[config.mk]
export PLATFORM = sky130hd
export DESIGN_NAME = csr_status_alias
export DESIGN_NICKNAME = d
export VERILOG_FILES = /design/src/rtl/csr_alias_pkg.sv /design/src/rtl/csr_alias_decode.sv /design/src/rtl/csr_envcfg_reg.sv /design/src/rtl/csr_status_reg.sv /design/src/rtl/csr_status_alias.sv
export SDC_FILE = /design/constraint.sdc
export NUM_CORES = 1
export LEC_CHECK = 0
export ABC_AREA = 1
export BUFFER_PORTS_ARGS = -buffer_cell sky130_fd_sc_hd__buf_2
export CAP_MARGIN = 20
export CORE_ASPECT_RATIO = 1.4
export CORE_MARGIN = 8
export CORE_UTILIZATION = 25
export CTS_CLUSTER_DIAMETER = 30
export DETAILED_ROUTE_END_ITERATION = 10
export SETUP_SLACK_MARGIN = 0.02
export SLEW_MARGIN = 20
export SYNTH_ARGS = -nofsm -noshare
export SYNTH_HDL_FRONTEND = slang
export SYNTH_SLANG_ARGS = --single-unit
[constraint.sdc]
create_clock -name clk -period 1.4 [get_ports clk]
set_clock_uncertainty 0.15 [all_clocks]
set_input_delay 0.21 -clock clk [delete_from_list [all_inputs] [get_ports clk]]
set_output_delay 0.21 -clock clk [all_outputs]
set_load 0.05 [all_outputs]
[src/rtl/csr_alias_pkg.sv]
package csr_alias_pkg;

  localparam int XLEN   = 64;
  localparam int ADDR_W = 12;
  localparam int PRIV_W = 2;

  typedef logic [XLEN-1:0] xword_t;

  typedef enum logic [1:0] {
    OP_READ  = 2'd0,
    OP_WRITE = 2'd1,
    OP_SET   = 2'd2,
    OP_CLEAR = 2'd3
  } csr_op_e;

  localparam logic [PRIV_W-1:0] PRIV_U = 2'd0;
  localparam logic [PRIV_W-1:0] PRIV_S = 2'd1;
  localparam logic [PRIV_W-1:0] PRIV_M = 2'd3;

  localparam logic [ADDR_W-1:0] ADR_MSTATUS = 12'h300;
  localparam logic [ADDR_W-1:0] ADR_SSTATUS = 12'h100;
  localparam logic [ADDR_W-1:0] ADR_MENVCFG = 12'h30A;

  // field positions in the status word
  localparam int B_SIE  = 1;
  localparam int B_MIE  = 3;
  localparam int B_SPIE = 5;
  localparam int B_MPIE = 7;
  localparam int B_SPP  = 8;
  localparam int B_SUM  = 18;
  localparam int B_MXR  = 19;
  localparam int B_SDT  = 24;
  localparam int B_MDT  = 42;
  // field positions in the environment word
  localparam int B_FIOM = 0;
  localparam int B_DTE  = 59;

  localparam xword_t ONE = xword_t'(1);

  localparam xword_t MST_IMPL = (ONE << B_SIE) | (ONE << B_MIE) | (ONE << B_SPIE) |
                                (ONE << B_MPIE) | (ONE << B_SPP) | (ONE << B_SUM) |
                                (ONE << B_MXR) | (ONE << B_SDT) | (ONE << B_MDT);

  localparam xword_t SST_MASK = (ONE << B_SIE) | (ONE << B_SPIE) | (ONE << B_SPP) |
                                (ONE << B_SUM) | (ONE << B_MXR) | (ONE << B_SDT);

  localparam xword_t ENV_IMPL = (ONE << B_FIOM) | (ONE << B_DTE);

  localparam xword_t SDT_BIT = ONE << B_SDT;

  // read-modify-write arithmetic shared by every register
  function automatic xword_t csr_rmw(input xword_t old_v, input csr_op_e op,
                                     input xword_t operand);
    xword_t r;
    unique case (op)
      OP_WRITE: r = operand;
      OP_SET:   r = old_v | operand;
      OP_CLEAR: r = old_v & ~operand;
      default:  r = old_v;
    endcase
    return r;
  endfunction

  function automatic xword_t mstatus_view(input xword_t stored);
    return stored & MST_IMPL;
  endfunction

  function automatic xword_t sstatus_view(input xword_t stored, input logic dte);
    xword_t v;
    v = stored & SST_MASK;
    if (!dte) v[B_SDT] = 1'b0;
    return v;
  endfunction

  // fields the supervisor view may change, given the double-trap enable
  function automatic xword_t sstatus_wmask(input logic dte);
    return dte ? SST_MASK : (SST_MASK & ~SDT_BIT);
  endfunction

  function automatic xword_t merge_masked(input xword_t stored, input xword_t src,
                                          input xword_t wmask);
    return (stored & ~wmask) | (src & wmask);
  endfunction

endpackage

[src/rtl/csr_alias_decode.sv]
module csr_alias_decode
  import csr_alias_pkg::*;
#(
  parameter int AW = ADDR_W,
  parameter int PW = PRIV_W
) (
  input  logic          req_valid,
  input  logic [AW-1:0] req_addr,
  input  csr_op_e       req_op,
  input  logic [PW-1:0] req_priv,
  output logic          sel_m,
  output logic          sel_s,
  output logic          sel_e,
  output logic          illegal,
  output logic          wr_m,
  output logic          wr_s,
  output logic          wr_e
);

  logic hit_m, hit_s, hit_e, known, priv_ok, legal, writes;

  always_comb begin
    hit_m   = (req_addr == AW'(ADR_MSTATUS));
    hit_s   = (req_addr == AW'(ADR_SSTATUS));
    hit_e   = (req_addr == AW'(ADR_MENVCFG));
    known   = hit_m | hit_s | hit_e;
    priv_ok = hit_s ? ((req_priv == PW'(PRIV_S)) || (req_priv == PW'(PRIV_M)))
                    : (req_priv == PW'(PRIV_M));
    legal   = req_valid && known && priv_ok;
    illegal = req_valid && !(known && priv_ok);
    writes  = (req_op != OP_READ);
    sel_m   = legal && hit_m;
    sel_s   = legal && hit_s;
    sel_e   = legal && hit_e;
    wr_m    = sel_m && writes;
    wr_s    = sel_s && writes;
    wr_e    = sel_e && writes;
  end

endmodule

[src/rtl/csr_envcfg_reg.sv]
module csr_envcfg_reg
  import csr_alias_pkg::*;
#(
  parameter int XW = XLEN
) (
  input  logic          clk,
  input  logic          rst_n,
  input  logic          wr_e,
  input  csr_op_e       op,
  input  logic [XW-1:0] wdata,
  output logic [XW-1:0] env_q,
  output logic [XW-1:0] env_view,
  output logic          dte
);

  logic [XW-1:0] env_new;
  logic [XW-1:0] env_d;

  always_comb begin
    env_view = env_q & ENV_IMPL;
    env_new  = csr_rmw(env_view, op, wdata);
    env_d    = wr_e ? merge_masked(env_q, env_new, ENV_IMPL) : env_q;
    dte      = env_q[B_DTE];
  end

  always_ff @(posedge clk or negedge rst_n) begin
    if (!rst_n) env_q <= '0;
    else        env_q <= env_d;
  end

endmodule

[src/rtl/csr_status_reg.sv]
module csr_status_reg
  import csr_alias_pkg::*;
#(
  parameter int XW = XLEN
) (
  input  logic          clk,
  input  logic          rst_n,
  input  logic          wr_m,
  input  logic          wr_s,
  input  csr_op_e       op,
  input  logic [XW-1:0] wdata,
  input  logic          dte,
  output logic [XW-1:0] mst_q,
  output logic [XW-1:0] m_view,
  output logic [XW-1:0] s_view,
  output logic          sdt_set_evt,
  output logic          mdt_set_evt,
  output logic          alias_sdt_blocked
);

  logic [XW-1:0] m_new, s_new, src, wmask, merged, mst_d;

  always_comb begin
    m_view = mstatus_view(mst_q);
    s_view = sstatus_view(mst_q, dte);
    m_new  = csr_rmw(m_view, op, wdata);
    s_new  = csr_rmw(s_view, op, wdata);

    if (wr_m) begin
      src   = m_new;
      wmask = MST_IMPL;
    end else if (wr_s) begin
      src   = s_new;
      wmask = sstatus_wmask(dte);
    end else begin
      src   = '0;
      wmask = '0;
    end

    // the alias path carried SDT but the enable held it back
    alias_sdt_blocked = wr_s && !dte;
    sdt_set_evt       = (wr_m && m_new[B_SDT]) || (wr_s && dte && s_new[B_SDT]);
    mdt_set_evt       = wr_m && m_new[B_MDT];

    merged = merge_masked(mst_q, src, wmask);
    mst_d  = merged;
    if (sdt_set_evt) mst_d[B_SIE] = 1'b0;
    if (mdt_set_evt) mst_d[B_MIE] = 1'b0;
  end

  always_ff @(posedge clk or negedge rst_n) begin
    if (!rst_n) mst_q <= '0;
    else        mst_q <= mst_d;
  end

endmodule

[src/rtl/csr_status_alias.sv]
module csr_status_alias
  import csr_alias_pkg::*;
(
  input  logic              clk,
  input  logic              rst_n,
  input  logic              req_valid,
  input  logic [ADDR_W-1:0] req_addr,
  input  logic [1:0]        req_op,
  input  logic [XLEN-1:0]   req_wdata,
  input  logic [PRIV_W-1:0] req_priv,
  output logic [XLEN-1:0]   rsp_rdata,
  output logic              rsp_illegal
);

  csr_op_e     op;
  logic        sel_m, sel_s, sel_e;
  logic        wr_m, wr_s, wr_e;
  logic        dte;
  xword_t      env_q, env_view;
  xword_t      mst_q, m_view, s_view;
  logic        sdt_set_evt, mdt_set_evt, alias_sdt_blocked;

  assign op = csr_op_e'(req_op);

  csr_alias_decode #(.AW(ADDR_W), .PW(PRIV_W)) u_dec (
    .req_valid (req_valid),
    .req_addr  (req_addr),
    .req_op    (op),
    .req_priv  (req_priv),
    .sel_m     (sel_m),
    .sel_s     (sel_s),
    .sel_e     (sel_e),
    .illegal   (rsp_illegal),
    .wr_m      (wr_m),
    .wr_s      (wr_s),
    .wr_e      (wr_e)
  );

  csr_envcfg_reg #(.XW(XLEN)) u_env (
    .clk      (clk),
    .rst_n    (rst_n),
    .wr_e     (wr_e),
    .op       (op),
    .wdata    (req_wdata),
    .env_q    (env_q),
    .env_view (env_view),
    .dte      (dte)
  );

  csr_status_reg #(.XW(XLEN)) u_sts (
    .clk               (clk),
    .rst_n             (rst_n),
    .wr_m              (wr_m),
    .wr_s              (wr_s),
    .op                (op),
    .wdata             (req_wdata),
    .dte               (dte),
    .mst_q             (mst_q),
    .m_view            (m_view),
    .s_view            (s_view),
    .sdt_set_evt       (sdt_set_evt),
    .mdt_set_evt       (mdt_set_evt),
    .alias_sdt_blocked (alias_sdt_blocked)
  );

  always_comb begin
    unique case (1'b1)
      sel_m:   rsp_rdata = m_view;
      sel_s:   rsp_rdata = s_view;
      sel_e:   rsp_rdata = env_view;
      default: rsp_rdata = '0;
    endcase
  end

endmodule

==> flow_summary.toml, run 1 <==
[pwr]
power.leakage_uw = 0.00114
pwr_density_cell_nw_per_um2 = 531
peakVddDrop_mv = 0.445

[logic_synthesis]
syn_area_um2 = 1420
yosysTopAreaCell = "buf_4"
synth_top_area_share_pct = 28.0
synth_area_leaders = "buf_4, dfrtp_1, nand2_1"
synthCells = 217
ys_seq_area_share_pct = 19.3
avgSynthCellArea_um2 = 6.56
yosys_warnings = 0
ys_seq_elements = 11
ys_types = 29

[cts]
cts_tree = "done"
clkTransAtPathRegs_ns = 0.05
clk_latency_ns = 0.24
clockBufferDepth = 2
numCtsBuffers = 3
htree_levels = 1
cts_sinks = 11
cts-root-buf = "clkbuf_8"

[cells_and_area]
syn2layout_area_growth_pct = 54.6
fillCellCount = 588
antenna_cells = 0
fin_cells = 363
fin_area_um2 = 2200
layout.nets = 379
drive_gt1_share_pct = 41.7

[global_routing]
grt_pass1_wl_um = 6870
antenna_found_initial = 0
overflow = 0
grt_start_max_net_pins = 12
grt_pass1_vias = 1591
grt_usage_pct = 9.99

[status]
violations = "setup timing"
status = "complete, but fails checks"

[timing]
slew_violations = 0
setup_viol = 23
period_minus_slack_ns = 1.98
worst_slack_ns = -0.577
finalHoldViolCount = 0
rsz0062_at_grt = "yes"
fmax_ghz = 0.506
tns_ns = -9.11
fin_crit_sh_pct = 141

[critical_path]
cp_slowest_stage_delay_ns = 0.27
cp.arrival_ns = 1.62
cpMaxStageDelayCell = "nor3_4"
cp-start-kind = "input pin"
required_ns = 1.04
worst-path-buf-inv = 2
worstPathCellList = "buf_6 -> nor2_4 -> nand2_2 -> nor2_4 -> nand2_4 -> nand2_4 -> nand4_4 -> nor3_4 -> nand2_2 -> a21oi_4 -> buf_8"
crit_path_end_kind = "primary output"
critPathLaunch = "req_addr[1]"
cp_max_fo = 3
critPathKind = "input pin to primary output"
critical-path-top-delay-family = "simple AND/OR/NAND/NOR gates"

[route]
ant_nets = 0
avgRoutedWirePerCell_um = 11.9
dr.pass1.iters = 4
wirelength_um = 4300
vias_per_cell = 4.02
first_iter_violations = 30
vias = 1461
drc = 0

[placed_design]
port-buffer-count = 41
place_area_um2 = 1870
hpwl_um = 3530
pre_cts_ws_ns = -0.648
placed_cells = 351
place_congestion = 0.795

[worst_hold_path]
min_path_type = "input pin to flip-flop"
min_from = "req_wdata[7]"

[die]
dieArea_um2 = 8390
die_height_um = 105
row_count = 32
die_x_um = 79.8
initial_core_util_pct = 25.9
core_um2 = 5490
io_pins = 148

[job]
cap_violations = 0
[layout make-up]
type                       instances  area, um2  share of cell area (%)
multi-input combinational        174       1040                    47.4
timing repair buffer              76        636                    28.9
sequential                        11        275                    12.5
inverter                          30        115                    5.23
tap                               68       85.1                    3.87
clock buffer                       3       41.3                    1.88
clock inverter                     1       5.00                   0.228
[what timing repair did]
action,4_1_cts,5_1_grt
setup endpoints to repair,23,23
hold buffers,1,0
resized for setup,47,14
hold endpoints to repair,11,0
pin swaps,10,16
setup buffers,6,1
[where the power goes]
group	switching, uW	leakage, uW	internal [uW]
registers	0.000186	0.000133	318
clock network	130	0.0000255	196
logic	424	0.000986	101
total	553	0.00114	615
[per-stage QoR]
step	total power, uW	utilization [%]	hold slack, ns
after CTS	1170	39.0	0.0797
after global placement	813	34.1	-0.0474
final	1170	40.1	0.0784
after floorplan	822	-	-0.236
after detailed placement	815	34.1	-0.0448
after global routing	1230	40.1	0.0958
[path summary, 6_finish.rpt]
check	end	slack (ns)	cells after the start
setup / recovery	rsp_rdata[24]	-0.58	11
setup reg to reg	flip-flop	-0.02	10
hold / removal	flip-flop	0.08	3
max in group asynchronous	asynchronous set/reset pin	0.66	2
hold reg to reg	flip-flop	0.34	2
min in group asynchronous	asynchronous set/reset pin	0.23	2
[cells in the mapped netlist]
master / instances
a21oi_1: 11
a22oi_1: 1
a31oi_1: 1
a32o_1: 1
buf_2: 1
buf_4: 53
conb_1: 1
dfrtp_1: 11
inv_1: 28
inv_2: 2
nand2_1: 36
nand2_2: 4
nand2_4: 1
nand3_1: 8
nand3_4: 1
nand4_1: 4
nand4_2: 1
nor2_1: 29
nor2_2: 1
nor2_4: 2
nor2_8: 1
nor3_1: 5
o2111ai_1: 1
o211ai_1: 1
o211ai_4: 1
o21ai_0: 5
o21ai_1: 3
o21bai_1: 1
o31ai_1: 2
[kinds of logic (layout without fill, tap and decap cells)]
kind of cell,Yosys count,after routing,synth area share [%]
other cells,1,53,0.264
flops,11,11,19.3
buf+inv,84,110,36.2
simple gates,93,93,31.6
compound gates,28,28,12.6
[layer usage]
layer / vias up / share of wire [%] / track usage, %
met4: 0 / 1.2 / 3.52
met1: 651 / 40 / 11.0
li1: 733 / - / -
met3: 5 / 8.9 / 2.72
met2: 72 / 50 / 17.7
met5: - / 0 / 0
[tightest hold or removal path: stages]
cell	delay [ns]
buf_2	0.09
nand3_1	0.07
nand2_1	0.07
[cells in the final DEF (no fill, tap or decap), drive strengths merged]
master | synthesis | routed
conb | 1 | 53
nand4 | 5 | 5
o2111ai | 1 | 1
nor2 | 33 | 33
o211ai | 2 | 2
dfrtp | 11 | 11
clkbuf | 0 | 3
o31ai | 2 | 2
a32o | 1 | 1
a31oi | 1 | 1
nor3 | 5 | 5
a22oi | 1 | 1
buf | 54 | 75
nand3 | 9 | 9
a21oi | 11 | 11
o21bai | 1 | 1
dlygate4sd3 | 0 | 1
inv | 30 | 30
o21ai | 8 | 8
clkinv | 0 | 1
nand2 | 41 | 41
No activity file was read; power rests on OpenSTA's default activity.
==> run 2: changes to the inputs <==
- CORE_ASPECT_RATIO: 1.4 -> not set
==> run 2 against run 1 <==
  * The flow still finishes with violations (setup timing)
  * Core utilization grew 0.34 points
  * Design area is 1.3% higher
  * Total power rose by 1.4%
  * Register-to-register slack better by 0.03 ns
  * Largest cell class unchanged
  * Largest power group unchanged
  * Highest routed layer unchanged
==> flow_summary.toml, run 2 (synthesis results as in run 1) <==
[status]
status = "complete, but fails checks"
violations = "setup timing"

[critical_path]
critPathKind = "input pin to primary output"
cp.arrival_ns = 1.58
cp-start-kind = "input pin"
required_ns = 1.04
r2r_cells = 7
crit_path_end_kind = "primary output"
cp_max_fo = 5

[placed_design]
place_congestion = 0.840
port-buffer-count = 41
hpwl_um = 3490

[route]
drc = 0
avgRoutedWirePerCell_um = 11.7
first_iter_violations = 82
dr.pass1.iters = 4
wirelength_um = 4320
vias_per_cell = 3.98
ant_nets = 0
vias = 1472

[global_routing]
grt_pass1_wl_um = 6960
grt_start_max_net_pins = 12
grt_pass1_vias = 1556
overflow = 0
antenna_found_initial = 0
grt_usage_pct = 9.88

[timing]
fmax_ghz = 0.515
tns_ns = -8.16
period_minus_slack_ns = 1.94
slew_violations = 0
worst_slack_ns = -0.543
finalHoldViolCount = 0
rsz0062_at_grt = "yes"
fin_crit_sh_pct = 139
setup_viol = 23

[die]
dieArea_um2 = 8360
row_count = 27
die_x_um = 91.4
core_um2 = 5510
io_pins = 148
initial_core_util_pct = 25.8
die_height_um = 91.4

[pwr]
switching_power_uw = 557
power.share.clock_pct = 27.9
power_frac_seq_pct = 26.8
power.internal_uw = 628
comb_power_share_pct = 45.2
power.leakage_uw = 0.00115
pwr_density_cell_nw_per_um2 = 532
peakVddDrop_mv = 0.309
switching_share_pct = 47.0

[cts]
cts_tree = "done"
cts-root-buf = "clkbuf_8"
numCtsBuffers = 3
clk_latency_ns = 0.24
clockBufferDepth = 2
cts_sinks = 11
htree_levels = 1
clkTransAtPathRegs_ns = 0.06

[cells_and_area]
fin_util_pct = 40.4
final_cell_mix = "conb_1, nand2_1, buf_4"
syn2layout_area_growth_pct = 56.6
layout.nets = 382
layout_commonest_cell = "conb_1"
antenna_cells = 0
drive_gt1_share_pct = 43.0

[job]
cap_violations = 0

[worst_hold_path]
whs_path_depth = 3
min_path_type = "input pin to flip-flop"
==> run 2: cell count changes in the layout (fill, tap and decap cells not counted), moves of 2 or more <==
cell	delta
buf_2	-2
buf_4	+6
buf_6	-2
inv_1	-2
inv_2	+3
nand3_1	-2
nand3_2	+2
nor2_4	-2
o21ai_1	-2
==> run 2: critical path, cell delays in order <==
cell,delay (ns)
buf_6,0.10
nor2_4,0.10
nand2_2,0.08
nor2_4,0.18
nand2_4,0.08
nand2_4,0.07
nand4_4,0.11
nor3_4,0.16
buf_6,0.13
nor2_4,0.07
nor2_4,0.13
buf_8,0.15
==> run 2: cell type report <==
class,count,area [um2]
well taps,72,90.1
fillers,579,3280
inverters,30,113
repair buffers,79,663
multi-input cells,174,1040
clock buffers,4,45.0
flip-flops and latches,11,275
==> run 2: path summary, 6_finish.rpt <==
path                                    from  slack, ns                         end
worst max-delay path             req_addr[5]      -0.54                rsp_rdata[5]
worst min-delay path            req_wdata[7]       0.06                   flip-flop
worst max register to register     flip-flop       0.01                   flip-flop
worst min register to register     flip-flop       0.35                   flip-flop
max in group asynchronous              rst_n       0.66  asynchronous set/reset pin
min in group asynchronous              rst_n       0.22  asynchronous set/reset pin
==> run 2: power groups by stage <==
stage | sequential, uW | combinational [uW] | clock [uW]
2_1_floorplan | 324 | 499 | 0
3_3_place_gp | 324 | 499 | 0
3_5_place_dp | 324 | 499 | 0
4_1_cts | 318 | 519 | 341
5_1_grt | 318 | 567 | 362
6_report | 318 | 536 | 331
==> run 2: per-stage QoR <==
| stage | setup slack [ns] | area, um2 | total power [uW] | hold slack [ns] | cells |
|---|---|---|---|---|---|
| global placement | -0.611 | 1910 | 822 | -0.0534 | 359 |
| finish | -0.543 | 2230 | 1190 | 0.0639 | 370 |
| floorplan | -0.427 | 1780 | 822 | -0.236 | 269 |
| CTS | -0.496 | 2140 | 1180 | 0.0647 | 366 |
| global route | -0.611 | 2230 | 1250 | 0.0796 | 370 |
| detailed placement | -0.657 | 1910 | 823 | -0.0477 | 359 |
==> run 2: routing by layer <==
layer	up-vias	GRT usage [%]	wire length [um]
met5	-	0	0
met4	0	2.32	68
li1	742	-	-
met2	54	17.3	2170
met1	668	10.9	1720
met3	8	3.87	359
==> run 2: repair_timing <==
item / 4_1_cts / 5_1_grt
hold buffers: 1 / 0
endpoints found under the hold margin: 11 / 0
setup endpoints to repair: 23 / 23
gates resized for setup: 45 / 15
buffers inserted: 3 / 4
pin swaps: 14 / 15
